`config.mk`:
```
export PLATFORM = sky130hd
export DESIGN_NAME = rx_gain_comp
export DESIGN_NICKNAME = d
export VERILOG_FILES = /design/src/rtl/rgc_pkg.sv /design/src/rtl/rgc_table.sv /design/src/rtl/rgc_gain_calc.sv /design/src/rtl/rgc_scaler.sv /design/src/rtl/rx_gain_comp.sv
export SDC_FILE = /design/constraint.sdc
export NUM_CORES = 2
export LEC_CHECK = 0
export ABC_AREA = 0
export BUFFER_PORTS_ARGS = -buffer_cell sky130_fd_sc_hd__buf_2
export CAP_MARGIN = 20
export CORE_MARGIN = 5
export CORE_UTILIZATION = 65
export CTS_CLUSTER_DIAMETER = 100
export CTS_CLUSTER_SIZE = 25
export DETAILED_ROUTE_END_ITERATION = 6
export HOLD_SLACK_MARGIN = 0.12
export PLACE_DENSITY = 0.81
export SKIP_CTS_REPAIR_TIMING = 1
export SLEW_MARGIN = 25
export SYNTH_ARGS = -nofsm -noshare
export SYNTH_HDL_FRONTEND = slang
export SYNTH_SLANG_ARGS = --single-unit
```
`constraint.sdc`:
```
create_clock -name clk -period 9.1 [get_ports clk]
set_input_delay 0.91 -clock clk [delete_from_list [all_inputs] [get_ports clk]]
set_output_delay 0.91 -clock clk [all_outputs]
set_load 0.005 [all_outputs]
```
`src/rtl/rgc_pkg.sv`:
```
package rgc_pkg;
  localparam int MANT_W        = 16;
  localparam int MANT_FRAC     = 14;
  localparam int STEPS_PER_OCT = 12;
  localparam int NEG_OCT       = 2;
  localparam int G_MIN         = -STEPS_PER_OCT * NEG_OCT;
  localparam int G_MAX         = STEPS_PER_OCT * MANT_FRAC - 1;
  localparam int SH_BASE       = MANT_FRAC + NEG_OCT;
  localparam int SH_W          = 5;

  typedef enum logic {GM_TRIM = 1'b0, GM_CANCEL = 1'b1} gmode_e;

  // 2^(r/12) in unsigned Q2.14
  function automatic logic [MANT_W-1:0] mant_of(input logic [3:0] r);
    case (r)
      4'd0:    mant_of = 16'd16384;
      4'd1:    mant_of = 16'd17358;
      4'd2:    mant_of = 16'd18390;
      4'd3:    mant_of = 16'd19484;
      4'd4:    mant_of = 16'd20643;
      4'd5:    mant_of = 16'd21870;
      4'd6:    mant_of = 16'd23170;
      4'd7:    mant_of = 16'd24548;
      4'd8:    mant_of = 16'd26008;
      4'd9:    mant_of = 16'd27554;
      4'd10:   mant_of = 16'd29193;
      default: mant_of = 16'd30929;
    endcase
  endfunction
endpackage

```
`src/rtl/rgc_table.sv`:
```
module rgc_table #(
  parameter int IDX_W  = 6,
  parameter int ATT_W  = 6,
  parameter int TRIM_W = 4
) (
  input  logic              clk,
  input  logic              rst,
  input  logic              wr_en,
  input  logic              wr_hold,
  input  logic [IDX_W-1:0]  wr_addr,
  input  logic [ATT_W-1:0]  wr_att,
  input  logic [TRIM_W-1:0] wr_trim,
  input  logic              rd_en,
  input  logic [IDX_W-1:0]  rd_addr,
  output logic [ATT_W-1:0]  rd_att,
  output logic [TRIM_W-1:0] rd_trim,
  output logic              ready
);
  localparam int DEPTH = 1 << IDX_W;
  localparam int EW    = ATT_W + TRIM_W;

  logic [EW-1:0]    mem [DEPTH];
  logic [EW-1:0]    rd_q;
  logic [IDX_W-1:0] fill_ptr;
  logic             we;
  logic [IDX_W-1:0] wa;
  logic [EW-1:0]    wd;

  // refill walker owns the write port until the table is complete
  always_comb begin
    if (!ready) begin
      we = 1'b1;
      wa = fill_ptr;
      wd = {ATT_W'(DEPTH - 1 - int'(fill_ptr)), TRIM_W'(0)};
    end else begin
      we = wr_en && !wr_hold;
      wa = wr_addr;
      wd = {wr_att, wr_trim};
    end
  end

  always_ff @(posedge clk) begin
    if (we) mem[wa] <= wd;
    if (rd_en) rd_q <= mem[rd_addr];
  end

  always_ff @(posedge clk) begin
    if (rst) begin
      fill_ptr <= '0;
      ready    <= 1'b0;
    end else if (!ready) begin
      fill_ptr <= fill_ptr + 1'b1;
      if (fill_ptr == IDX_W'(DEPTH - 1)) ready <= 1'b1;
    end
  end

  assign rd_att  = rd_q[EW-1:TRIM_W];
  assign rd_trim = rd_q[TRIM_W-1:0];

  p_fill_done_r2: assert property (@(posedge clk) disable iff (rst)
    $rose(ready) |-> $past(fill_ptr) == IDX_W'(DEPTH - 1));
  p_ready_hold_r2: assert property (@(posedge clk) disable iff (rst)
    ready |=> ready);
endmodule

```
`src/rtl/rgc_gain_calc.sv`:
```
module rgc_gain_calc
  import rgc_pkg::*;
#(
  parameter int IDX_W  = 6,
  parameter int TRIM_W = 4,
  parameter int EXT_W  = 5
) (
  input  logic              clk,
  input  logic              rst,
  input  logic              en,
  input  gmode_e            mode,
  input  logic [IDX_W-1:0]  idx,
  input  logic [TRIM_W-1:0] trim,
  input  logic [EXT_W-1:0]  ext,
  output logic [SH_W-1:0]   sh,
  output logic [MANT_W-1:0] mant
);
  localparam int IDX_MAX = (1 << IDX_W) - 1;

  int g_raw, g_clip, g_ofs, oct, rem;
  logic [SH_W-1:0]   sh_c;
  logic [MANT_W-1:0] mant_c;

  always_comb begin
    g_raw = int'($signed(trim));
    if (mode == GM_CANCEL) g_raw = g_raw + (IDX_MAX - int'(idx)) + int'(ext);
    if (g_raw < G_MIN)      g_clip = G_MIN;
    else if (g_raw > G_MAX) g_clip = G_MAX;
    else                    g_clip = g_raw;
    g_ofs  = g_clip - G_MIN;
    oct    = g_ofs / STEPS_PER_OCT;
    rem    = g_ofs % STEPS_PER_OCT;
    sh_c   = SH_W'(SH_BASE - oct);
    mant_c = mant_of(4'(rem));
  end

  always_ff @(posedge clk) begin
    if (rst) begin
      sh   <= SH_W'(SH_BASE);
      mant <= mant_of(4'd0);
    end else if (en) begin
      sh   <= sh_c;
      mant <= mant_c;
    end
  end

  p_shift_range_r7: assert property (@(posedge clk) disable iff (rst)
    en |=> (sh >= SH_W'(1)) && (sh <= SH_W'(SH_BASE)));
  p_mant_norm_r7: assert property (@(posedge clk) disable iff (rst)
    en |=> mant >= mant_of(4'd0));
endmodule

```
`src/rtl/rgc_scaler.sv`:
```
module rgc_scaler
  import rgc_pkg::*;
#(
  parameter int DW = 16
) (
  input  logic                 clk,
  input  logic                 rst,
  input  logic                 v_in,
  input  logic signed [DW-1:0] x,
  input  logic [MANT_W-1:0]    mant,
  input  logic [SH_W-1:0]      sh,
  output logic signed [DW-1:0] y
);
  localparam int PW = DW + MANT_W + 1;
  localparam int XW = PW + 1;
  localparam logic signed [XW-1:0] YMAX = XW'((2 ** (DW - 1)) - 1);
  localparam logic signed [XW-1:0] YMIN = XW'(-(2 ** (DW - 1)));

  logic signed [PW-1:0] xa, ma, p_q;
  logic [SH_W-1:0]      sh_q;
  logic                 v_q;
  logic signed [XW-1:0] p_ext, bias, rnd, sat_c;

  assign xa = {{(PW - DW){x[DW-1]}}, x};
  assign ma = {{(PW - MANT_W){1'b0}}, mant};

  always_ff @(posedge clk) begin
    if (rst) begin
      p_q  <= '0;
      sh_q <= SH_W'(1);
      v_q  <= 1'b0;
    end else begin
      p_q  <= xa * ma;
      sh_q <= sh;
      v_q  <= v_in;
    end
  end

  always_comb begin
    p_ext = {p_q[PW-1], p_q};
    bias  = XW'(1) << (sh_q - SH_W'(1));
    rnd   = (p_ext + bias) >>> sh_q;
    if (rnd > YMAX)      sat_c = YMAX;
    else if (rnd < YMIN) sat_c = YMIN;
    else                 sat_c = rnd;
  end

  always_ff @(posedge clk) begin
    if (rst)      y <= '0;
    else if (v_q) y <= sat_c[DW-1:0];
  end

  p_sign_pos_r8: assert property (@(posedge clk) disable iff (rst)
    (v_q && p_q >= 0) |=> y >= 0);
  p_sign_neg_r8: assert property (@(posedge clk) disable iff (rst)
    (v_q && p_q < 0) |=> y <= 0);
endmodule

```
`src/rtl/rx_gain_comp.sv`:
```
module rx_gain_comp
  import rgc_pkg::*;
#(
  parameter int DW     = 16,
  parameter int IDX_W  = 6,
  parameter int ATT_W  = 6,
  parameter int TRIM_W = 4,
  parameter int EXT_W  = 5
) (
  input  logic                 clk,
  input  logic                 rst,
  input  logic                 in_valid,
  input  logic signed [DW-1:0] in_i,
  input  logic signed [DW-1:0] in_q,
  input  logic [IDX_W-1:0]     gain_idx,
  input  logic                 mode,
  input  logic [EXT_W-1:0]     ext_hdb,
  input  logic                 wr_en,
  input  logic [IDX_W-1:0]     wr_addr,
  input  logic [ATT_W-1:0]     wr_att,
  input  logic [TRIM_W-1:0]    wr_trim,
  output logic                 tbl_ready,
  output logic                 out_valid,
  output logic signed [DW-1:0] out_i,
  output logic signed [DW-1:0] out_q,
  output logic [ATT_W-1:0]     att_out
);
  localparam int LANES = 2;

  logic                 acc;
  logic                 v1, v2, v3;
  logic [IDX_W-1:0]     idx1;
  gmode_e               mode1;
  logic [EXT_W-1:0]     ext1;
  logic signed [DW-1:0] s1_x [LANES];
  logic signed [DW-1:0] s2_x [LANES];
  logic signed [DW-1:0] y_l  [LANES];
  logic signed [DW-1:0] x_in [LANES];
  logic [ATT_W-1:0]     tbl_att, att2, att3;
  logic [TRIM_W-1:0]    tbl_trim;
  logic [SH_W-1:0]      sh2;
  logic [MANT_W-1:0]    mant2;

  assign acc     = in_valid && tbl_ready;
  assign x_in[0] = in_i;
  assign x_in[1] = in_q;

  rgc_table #(.IDX_W(IDX_W), .ATT_W(ATT_W), .TRIM_W(TRIM_W)) u_tbl (
    .clk(clk), .rst(rst),
    .wr_en(wr_en), .wr_hold(in_valid), .wr_addr(wr_addr),
    .wr_att(wr_att), .wr_trim(wr_trim),
    .rd_en(acc), .rd_addr(gain_idx),
    .rd_att(tbl_att), .rd_trim(tbl_trim),
    .ready(tbl_ready)
  );

  // stage 1: capture sample with its own index, mode and external term
  always_ff @(posedge clk) begin
    if (rst) begin
      v1    <= 1'b0;
      idx1  <= '0;
      mode1 <= GM_TRIM;
      ext1  <= '0;
    end else begin
      v1 <= acc;
      if (acc) begin
        idx1  <= gain_idx;
        mode1 <= gmode_e'(mode);
        ext1  <= ext_hdb;
      end
    end
  end

  rgc_gain_calc #(.IDX_W(IDX_W), .TRIM_W(TRIM_W), .EXT_W(EXT_W)) u_gc (
    .clk(clk), .rst(rst), .en(v1), .mode(mode1), .idx(idx1),
    .trim(tbl_trim), .ext(ext1), .sh(sh2), .mant(mant2)
  );

  // stage 2/3 side band: attenuator code travels with the sample
  always_ff @(posedge clk) begin
    if (rst) begin
      v2      <= 1'b0;
      v3      <= 1'b0;
      att2    <= '0;
      att3    <= '0;
      att_out <= '0;
    end else begin
      v2 <= v1;
      v3 <= v2;
      if (v1) att2 <= tbl_att;
      if (v2) att3 <= att2;
      if (v3) att_out <= att3;
    end
  end

  always_ff @(posedge clk) begin
    if (rst) out_valid <= 1'b0;
    else     out_valid <= v3;
  end

  for (genvar ln = 0; ln < LANES; ln++) begin : g_lane
    always_ff @(posedge clk) begin
      if (rst) begin
        s1_x[ln] <= '0;
        s2_x[ln] <= '0;
      end else begin
        if (acc) s1_x[ln] <= x_in[ln];
        if (v1)  s2_x[ln] <= s1_x[ln];
      end
    end

    rgc_scaler #(.DW(DW)) u_sc (
      .clk(clk), .rst(rst), .v_in(v2), .x(s2_x[ln]),
      .mant(mant2), .sh(sh2), .y(y_l[ln])
    );
  end

  assign out_i = y_l[0];
  assign out_q = y_l[1];

  p_latency_r10: assert property (@(posedge clk) disable iff (rst)
    out_valid == $past(acc, 4));
  p_att_hold_r11: assert property (@(posedge clk) disable iff (rst)
    !out_valid |-> $stable(att_out));
  p_pair_r12: assert property (@(posedge clk) disable iff (rst)
    out_valid |-> att_out == $past(tbl_att, 3));
  p_gate_r3: assert property (@(posedge clk) disable iff (rst)
    !tbl_ready |=> !v1);
endmodule

```
Yosys cells after proc, flatten, opt, wreduce, memory -nomap -nowiden
Memories as Yosys holds them, arrays and structs flattened. A register that Yosys moved wholly into a read port is not among the register bits.
Index checks and enable logic that the tools add are counted.

word-level totals
  input port bits = 64
  bits in writable memories = 704
  word-level logic and storage cells = 80
  memory bits (read-only) = 224
  bits in registers = 165
  output and inout bits = 40
  memories = 4

memories
  memory           words  bits a word  read ports  clocked after Yosys merged registers in  write ports  RTL line            source
  u_tbl.mem        64     10           1           1                                        1            rgc_table.sv:22     logic [EW-1:0] mem [DEPTH];
  (no name shown)  16     14           1           1                                        0            rgc_pkg.sv:15       case (r)
  s1_x             2      16           2           0                                        2            rx_gain_comp.sv:35  logic signed [DW-1:0] s1_x [LANES];
  s2_x             2      16           2           0                                        2            rx_gain_comp.sv:36  logic signed [DW-1:0] s2_x [LANES];

cells by class
  reduce and logical (&&, ||, !) cells = 3
  shift-type cells = 3
  $lt $le $gt $ge = 6
  multiply operators = 2
  bitwise gates (word level) = 4
  div/mod/pow operators = 2
  add/subtract/negate cells = 10
  mux-type cells = 26
  equal/unequal tests = 1

operators by type and width
  cell                   number
  $mux 16                8
  $mux 32                3
  $add 33x34->34         2
  $gt 34x16->1 const B   2
  $lt 34x16->1 const B   2
  $sshr 34x5->34         2
  $mul 16x17->33         2
  $shl 1x5->34 const A   1
  $add 32x6->32          1
  $div 32x5->32 const B  1
  $gt 32x9->1 const B    1
  $lt 32x6->1 const B    1
  $mod 32x5->32 const B  1
  $sub 32x6->32 const B  1
  $mux 1                 13
  $mux 10                1
  $add 4x7->8            1
  $sub 6x6->7 const A    1
  $add 6x1->6 const B    1
  $eq 6x6->1 const B     1
  $mux 6                 1
  $sub 6x6->6 const A    1
  $sub 5x1->5 const B    1
  $sub 5x5->5 const A    1
  other kinds (3)        7

Depth between registers and ports, before layout
  depth after elaboration = 10
  depth in mapped cells = 34
  gate-level depth less buffers = 32

By module
From an unflattened synthesis, not the netlist that was laid out.

second synthesis, totals
  cells, all modules = 6,018
  area total of the unflattened synthesis = 65,201.3 um^2

by module, submodules not included
  module                       area an instance (um^2)  sequential area each (um^2)  times used  cells each
  rgc_table                    25,619.6                 19,658.9                     1           1,208
  rgc_scaler (g_lane[1].u_sc)  15,234.6                 1,101.1                      1           1,912
  rgc_scaler (g_lane[0].u_sc)  15,049.4                 1,101.1                      1           1,841
  rgc_gain_calc                5,636.7                  380.4                        1           797
  rx_gain_comp                 3,661.0                  2,602.5                      1           260

Worst setup path before layout
Ideal clock, no wire load.

  path kind = reg-to-reg
  start point = register g_lane[1].u_sc.sh_q[1]
  end point = register g_lane[1].u_sc.y[10]
  arrival time = 6.750 ns
  data required time = 8.964 ns
  path slack = 2.214 ns
  library setup time = 0.136 ns
  clock period less this slack = 6.886 ns
  stages on the path, launching flop included = 29
  buffers on the path = 6
  cell sequence = dfxtp_1 -> clkbuf_1 -> inv_1 -> clkbuf_1 -> clkbuf_1 -> buf_1 -> nand2_1 -> clkbuf_1 -> nor3_1 -> ha_1 -> inv_1 -> fa_1 -> nor2b_1 -> o31a_1 -> o21ai_0 -> a311o_2 -> a21oi_1 -> o21ai_0 -> xnor2_1 -> mux2_2 -> a21o_1 -> a221o_1 -> or4_1 -> or4_1 -> nor4_1 -> nand3_1 -> a21oi_4 -> buf_6 -> a211oi_1

on the way
  cells in the longest elaborated chain, start to end = 7
  elaborated cells between the ends (all ways) = 8
  classes of those cells = 2 x add/sub; 2 x order compare; 2 x shift; 2 x mux

RTL lines
  item                      RTL line          source
  start: declaration        rgc_scaler.sv:20  logic [SH_W-1:0] sh_q;
  start signal: assignment  rgc_scaler.sv:34  sh_q <= sh;
  $sub 5x1->5               rgc_scaler.sv:41  bias = XW'(1) << (sh_q - SH_W'(1));
  $shl 1x5->34              rgc_scaler.sv:41
  $add 33x34->34            rgc_scaler.sv:42  rnd = (p_ext + bias) >>> sh_q;
  $sshr 34x5->34 (*)        rgc_scaler.sv:42
  $lt 34x16->1              rgc_scaler.sv:44  else if (rnd < YMIN) sat_c = YMIN;
  $mux 16                   rgc_scaler.sv:44
  $mux 16 (*)               rgc_scaler.sv:43  if (rnd > YMAX) sat_c = YMAX;
  end signal: assignment    rgc_scaler.sv:50  else if (v_q) y <= sat_c[DW-1:0];
  end: declaration          rgc_scaler.sv:12  output logic signed [DW-1:0] y

Mark *: on every way between the ends. The rest lies on a longest branch, timed or not.
A chain may end at the register's enable or synchronous reset.

Worst setup path in the final report
  start point = register idx1[0]
  end point = register u_gc.mant[8]

on the way
  cells in the longest elaborated chain, start to end = 9
  elaborated cells between the ends (all ways) = 10
  classes of those cells = 4 x add/sub; 1 x div; 2 x order compare; 3 x mux

RTL lines
  item                      RTL line             source
  start: declaration        rx_gain_comp.sv:32   logic [IDX_W-1:0] idx1;
  start signal: assignment  rx_gain_comp.sv:67   idx1 <= gain_idx;
  $sub 6x6->7 (*)           rgc_gain_calc.sv:26  if (mode == GM_CANCEL) g_raw = g_raw + (IDX_MAX - int'(idx)) + int'(ext);
  $add 4x7->8 (*)           rgc_gain_calc.sv:26
  $add 32x6->32 (*)         rgc_gain_calc.sv:26
  $mux 32 (*)               rgc_gain_calc.sv:26
  $gt 32x9->1               rgc_gain_calc.sv:28  else if (g_raw > G_MAX) g_clip = G_MAX;
  $mux 32                   rgc_gain_calc.sv:28
  $mux 32 (*)               rgc_gain_calc.sv:27  if (g_raw < G_MIN) g_clip = G_MIN;
  $sub 32x6->32 (*)         rgc_gain_calc.sv:30  g_ofs = g_clip - G_MIN;
  $mod 32x5->32 (*)         rgc_gain_calc.sv:32  rem = g_ofs % STEPS_PER_OCT;
  end: declaration          rgc_gain_calc.sv:16  output logic [MANT_W-1:0] mant

Marked as above.

==> results.md <==
* CTS Buf Count at 44
* Placed cell count at between 5000 and 6000
* Outcome: complete, no violations
* Post-synthesis register bit count at 877
* Number of global-route vias before repair at 39300
* Share of cells above drive strength 1 at between 10 and 15%
* Internal reg-to-reg setup slack at 1210 ps
* Pwr/cell area at roughly 120 mW/mm^2
* CTS tree: yes
* Fmax at between 0.1 and 0.15 GHz
* Most frequent cells in the layout: 714 x edfxtp_1, 507 x inv_1, 456 x nand2_1
* CP dominant cell by count: nand2_1
* Clk pin slew, worst setup/hold paths at around 110 ps
* Cell-internal power at between 5000 and 6000 uW
* Global-route wire length before repair at 229 mm
* Crit path kind: flop to flop
* WL per Instance at about 25 um
* VDD IR max at 0.250 mV
* H-tree depth at 2
* GR Layer Usage met2 at roughly 52%
* 1st-iter DRT viols at 4317
* Worst stage delay on the critical path at about 750 ps
* GRT busiest layer: met2
* Seq pwr share at approximately three fifths
* Register area share after synthesis at 42.6%
* Crit-path slowest cell: a21oi_1
* LEAKAGE at about 0.025 uW
* GR met1 Demand/Resource at between 40% and 50%
* Core area at about 0.089 mm^2
* Leading cell type in the layout, fill and taps excluded: edfxtp_1
* Fin crit period at a little under 8000 ps
* Final wirelength at around 150 mm
* Routed vias at 39300
* Post-Syn Instances at 4894
* Number of antenna violations at the first check in global routing at 8
* Pin count of the biggest net entering global routing at 101
* Synth top area share at about 37%
* Layout Area Growth over Synthesis at 4.82%
* Via density at between 6 and 7
* Worst Hold Margin at approximately 470 ps
* Input/output buffers at around 100
* Fin cells at a little over 6000
* Synth warnings at 0
* Clk pwr share at 30.7%
* DR DRC count at 0
* RR Startpoint: idx1[0]
* Cell taking the most area after synthesis: edfxtp_1
* Syn Area/Cell at about 12 um^2
* Initial core utilization at 65.5%
* Antenna viol nets, final at 0
* Gr usage total at approximately 31%
* Setup crit end kind: flop
* Hold WC Path Type: flop to flop
* Post-synth EDFFs at a little over 700
* P_sw at between 1500 and 2000 uW
* Worst EP arrival at approximately 8300 ps
* Pins Over Slew Limit at 0
* Worst flop-to-flop path endpoint: u_gc.mant[8]
* CTS Root Cell: clkbuf_16
* Comb power frac at 9.8%
* Synth cell types at 94
* GRT met3 Usage at around 4.6%
* Switching part of the total power at 24.4%
* Fillers at 6132
* Syn Nets at around 5700
* Row cnt at roughly 110
* Full die area at about 0.095 mm^2
* Chip Width at between 300 and 400 um
* Worst-margin pin slew at 1100 ps
* Clock Sinks at a little under 900
* Most used DFF post-synth: edfxtp_1
* Mapped Area at a little under 0.06 mm^2
* Top cells by area, synth: edfxtp_1 37%, fa_1 13%, mux4_2 8.7%
* Final Skew at 89.6 ps
* RSZ-0062 raised after global routing: false
* Setup violations, final at 0
* WP data required at approximately 9600 ps
* Total negative slack at 0 ps
* Final #Nets at ~5600
* Number of max-cap violations at 0
* Critical Path Sink: u_gc.mant[8]
* GP Congestion at 0.951
* I/O pin count at between 100 and 150
* CTS Buffer Depth at 3
* Crit path launch type: flop
* Total congestion overflow at 0
* Worst Reg-to-Reg Cells at 32
* Clock latency on the worst-skew pair at between 600 and 700 ps
* Die height at around 310 um
* Post-DP HPWL at around 100 mm
* DRT Pass-1 Iters at 7
* Worst slew margin at 26.7%
* Final-report hold violation count at 0
* Worst setup startpoint: idx1[0]
* Critical path peak fanout at 12
* Final period utilization at around 87%
* Asr flop ratio synth at 0%
[per-stage QoR]
| step | setup slack [ps] | total power [uW] | utilization (%) | area (um^2) |
|---|---|---|---|---|
| detailed placement | 1460 | 5200 | 67.1 | 59400 |
| CTS | 1350 | 7400 | 68.6 | 60800 |
| floorplan | 2210 | 4960 | - | 58000 |
| global route | 584 | 7640 | 68.7 | 60800 |
| global placement | 1620 | 5180 | 67.1 | 59400 |
| finish | 1210 | 7400 | 68.7 | 60800 |
[worst max-delay path, delay by kind of cell (launching register included)]
family	cells	cell delay, ps
compound gates	9	2630
simple gates	13	2320
fa+ha+maj	5	1380
xor+xnor	2	660
buf+inv	3	350
flops	1	340
[flip-flops by register name, indices dropped and copies added (netlist names), 6 cells and up]
name and cells:
s2_x 32, att3 6, s1_x 32, u_gc.mant 14
u_tbl.mem 640, u_tbl.rd_q 10, att_out 6, idx1 6
att2 6, g_lane.u_sc.p_q 66, u_tbl.fill_ptr 6, g_lane.u_sc.y 32
[cell usage after synthesis, types with 16 or more instances]
| cell | count |
|---|---|
| edfxtp_1 | 714 |
| inv_1 | 510 |
| nand2_1 | 456 |
| nor2_1 | 383 |
| fa_1 | 366 |
| ha_1 | 335 |
| and2_1 | 248 |
| mux4_2 | 225 |
| clkbuf_1 | 181 |
| a21oi_1 | 176 |
| dfxtp_1 | 163 |
| o21ai_0 | 107 |
| mux2i_1 | 99 |
| xnor2_1 | 68 |
| nand2b_1 | 67 |
| nor3_1 | 62 |
| a211oi_1 | 57 |
| nand3_1 | 51 |
| a21o_1 | 46 |
| xor2_1 | 45 |
| nor2b_1 | 38 |
| o21a_1 | 34 |
| o211ai_1 | 33 |
| buf_1 | 27 |
| mux2_2 | 27 |
| or2_2 | 27 |
| a31oi_1 | 21 |
| buf_6 | 21 |
| or3_1 | 18 |
| o221a_2 | 16 |
| o22ai_1 | 16 |
[logic make-up after synthesis]
logic type / synth area share [%]
multiplexers: 11.0
buffers and inverters: 5.23
AO/OA/AOI/OAI: 7.96
flip-flops: 42.6
adder cells (fa/ha/maj): 19.9
AND/OR/NAND/NOR: 11.7
XOR/XNOR: 1.73
[layout make-up]
cell class | instances | area [um^2] | area share (%)
clock buffers | 72 | 1210 | 1.99
well taps | 1165 | 1460 | 2.40
clock inverters | 10 | 185 | 0.305
repair buffers | 156 | 945 | 1.55
diodes | 2 | 5.00 | 0.00823
inverters | 511 | 1920 | 3.16
flip-flops and latches | 877 | 24700 | 40.6
multi-input cells | 3264 | 30400 | 49.9
[power groups by stage]
stage               clock, uW  combinational (uW)  sequential [uW]
global placement            0                 696             4480
finish                   2270                 728             4400
floorplan                   0                 515             4450
detailed placement          0                 711             4490
CTS                      2290                 719             4400
global route             2460                 781             4400
[layer usage]
| layer | share of wire, % | vias to the layer above |
|---|---|---|
| met5 | 0.014 | - |
| met1 | 37 | 19500 |
| met3 | 8.8 | 470 |
| met4 | 5.7 | 4 |
| met2 | 49 | 2247 |
| li1 | - | 17200 |
[how the worst min path moves through the flow]
stage	start	endpoint	cells past startpoint
floorplan	u_gc.sh[0]	g_lane[1].u_sc.sh_q[0]	1
detailed placement	idx1[4]	idx1[4]	2
global route	g_lane[0].u_sc.y[15]	g_lane[0].u_sc.y[15]	2
finish	g_lane[0].u_sc.y[15]	g_lane[0].u_sc.y[15]	2
CTS	idx1[4]	idx1[4]	2
global placement	idx1[2]	idx1[2]	2
No activity file was read; power rests on OpenSTA's default activity.
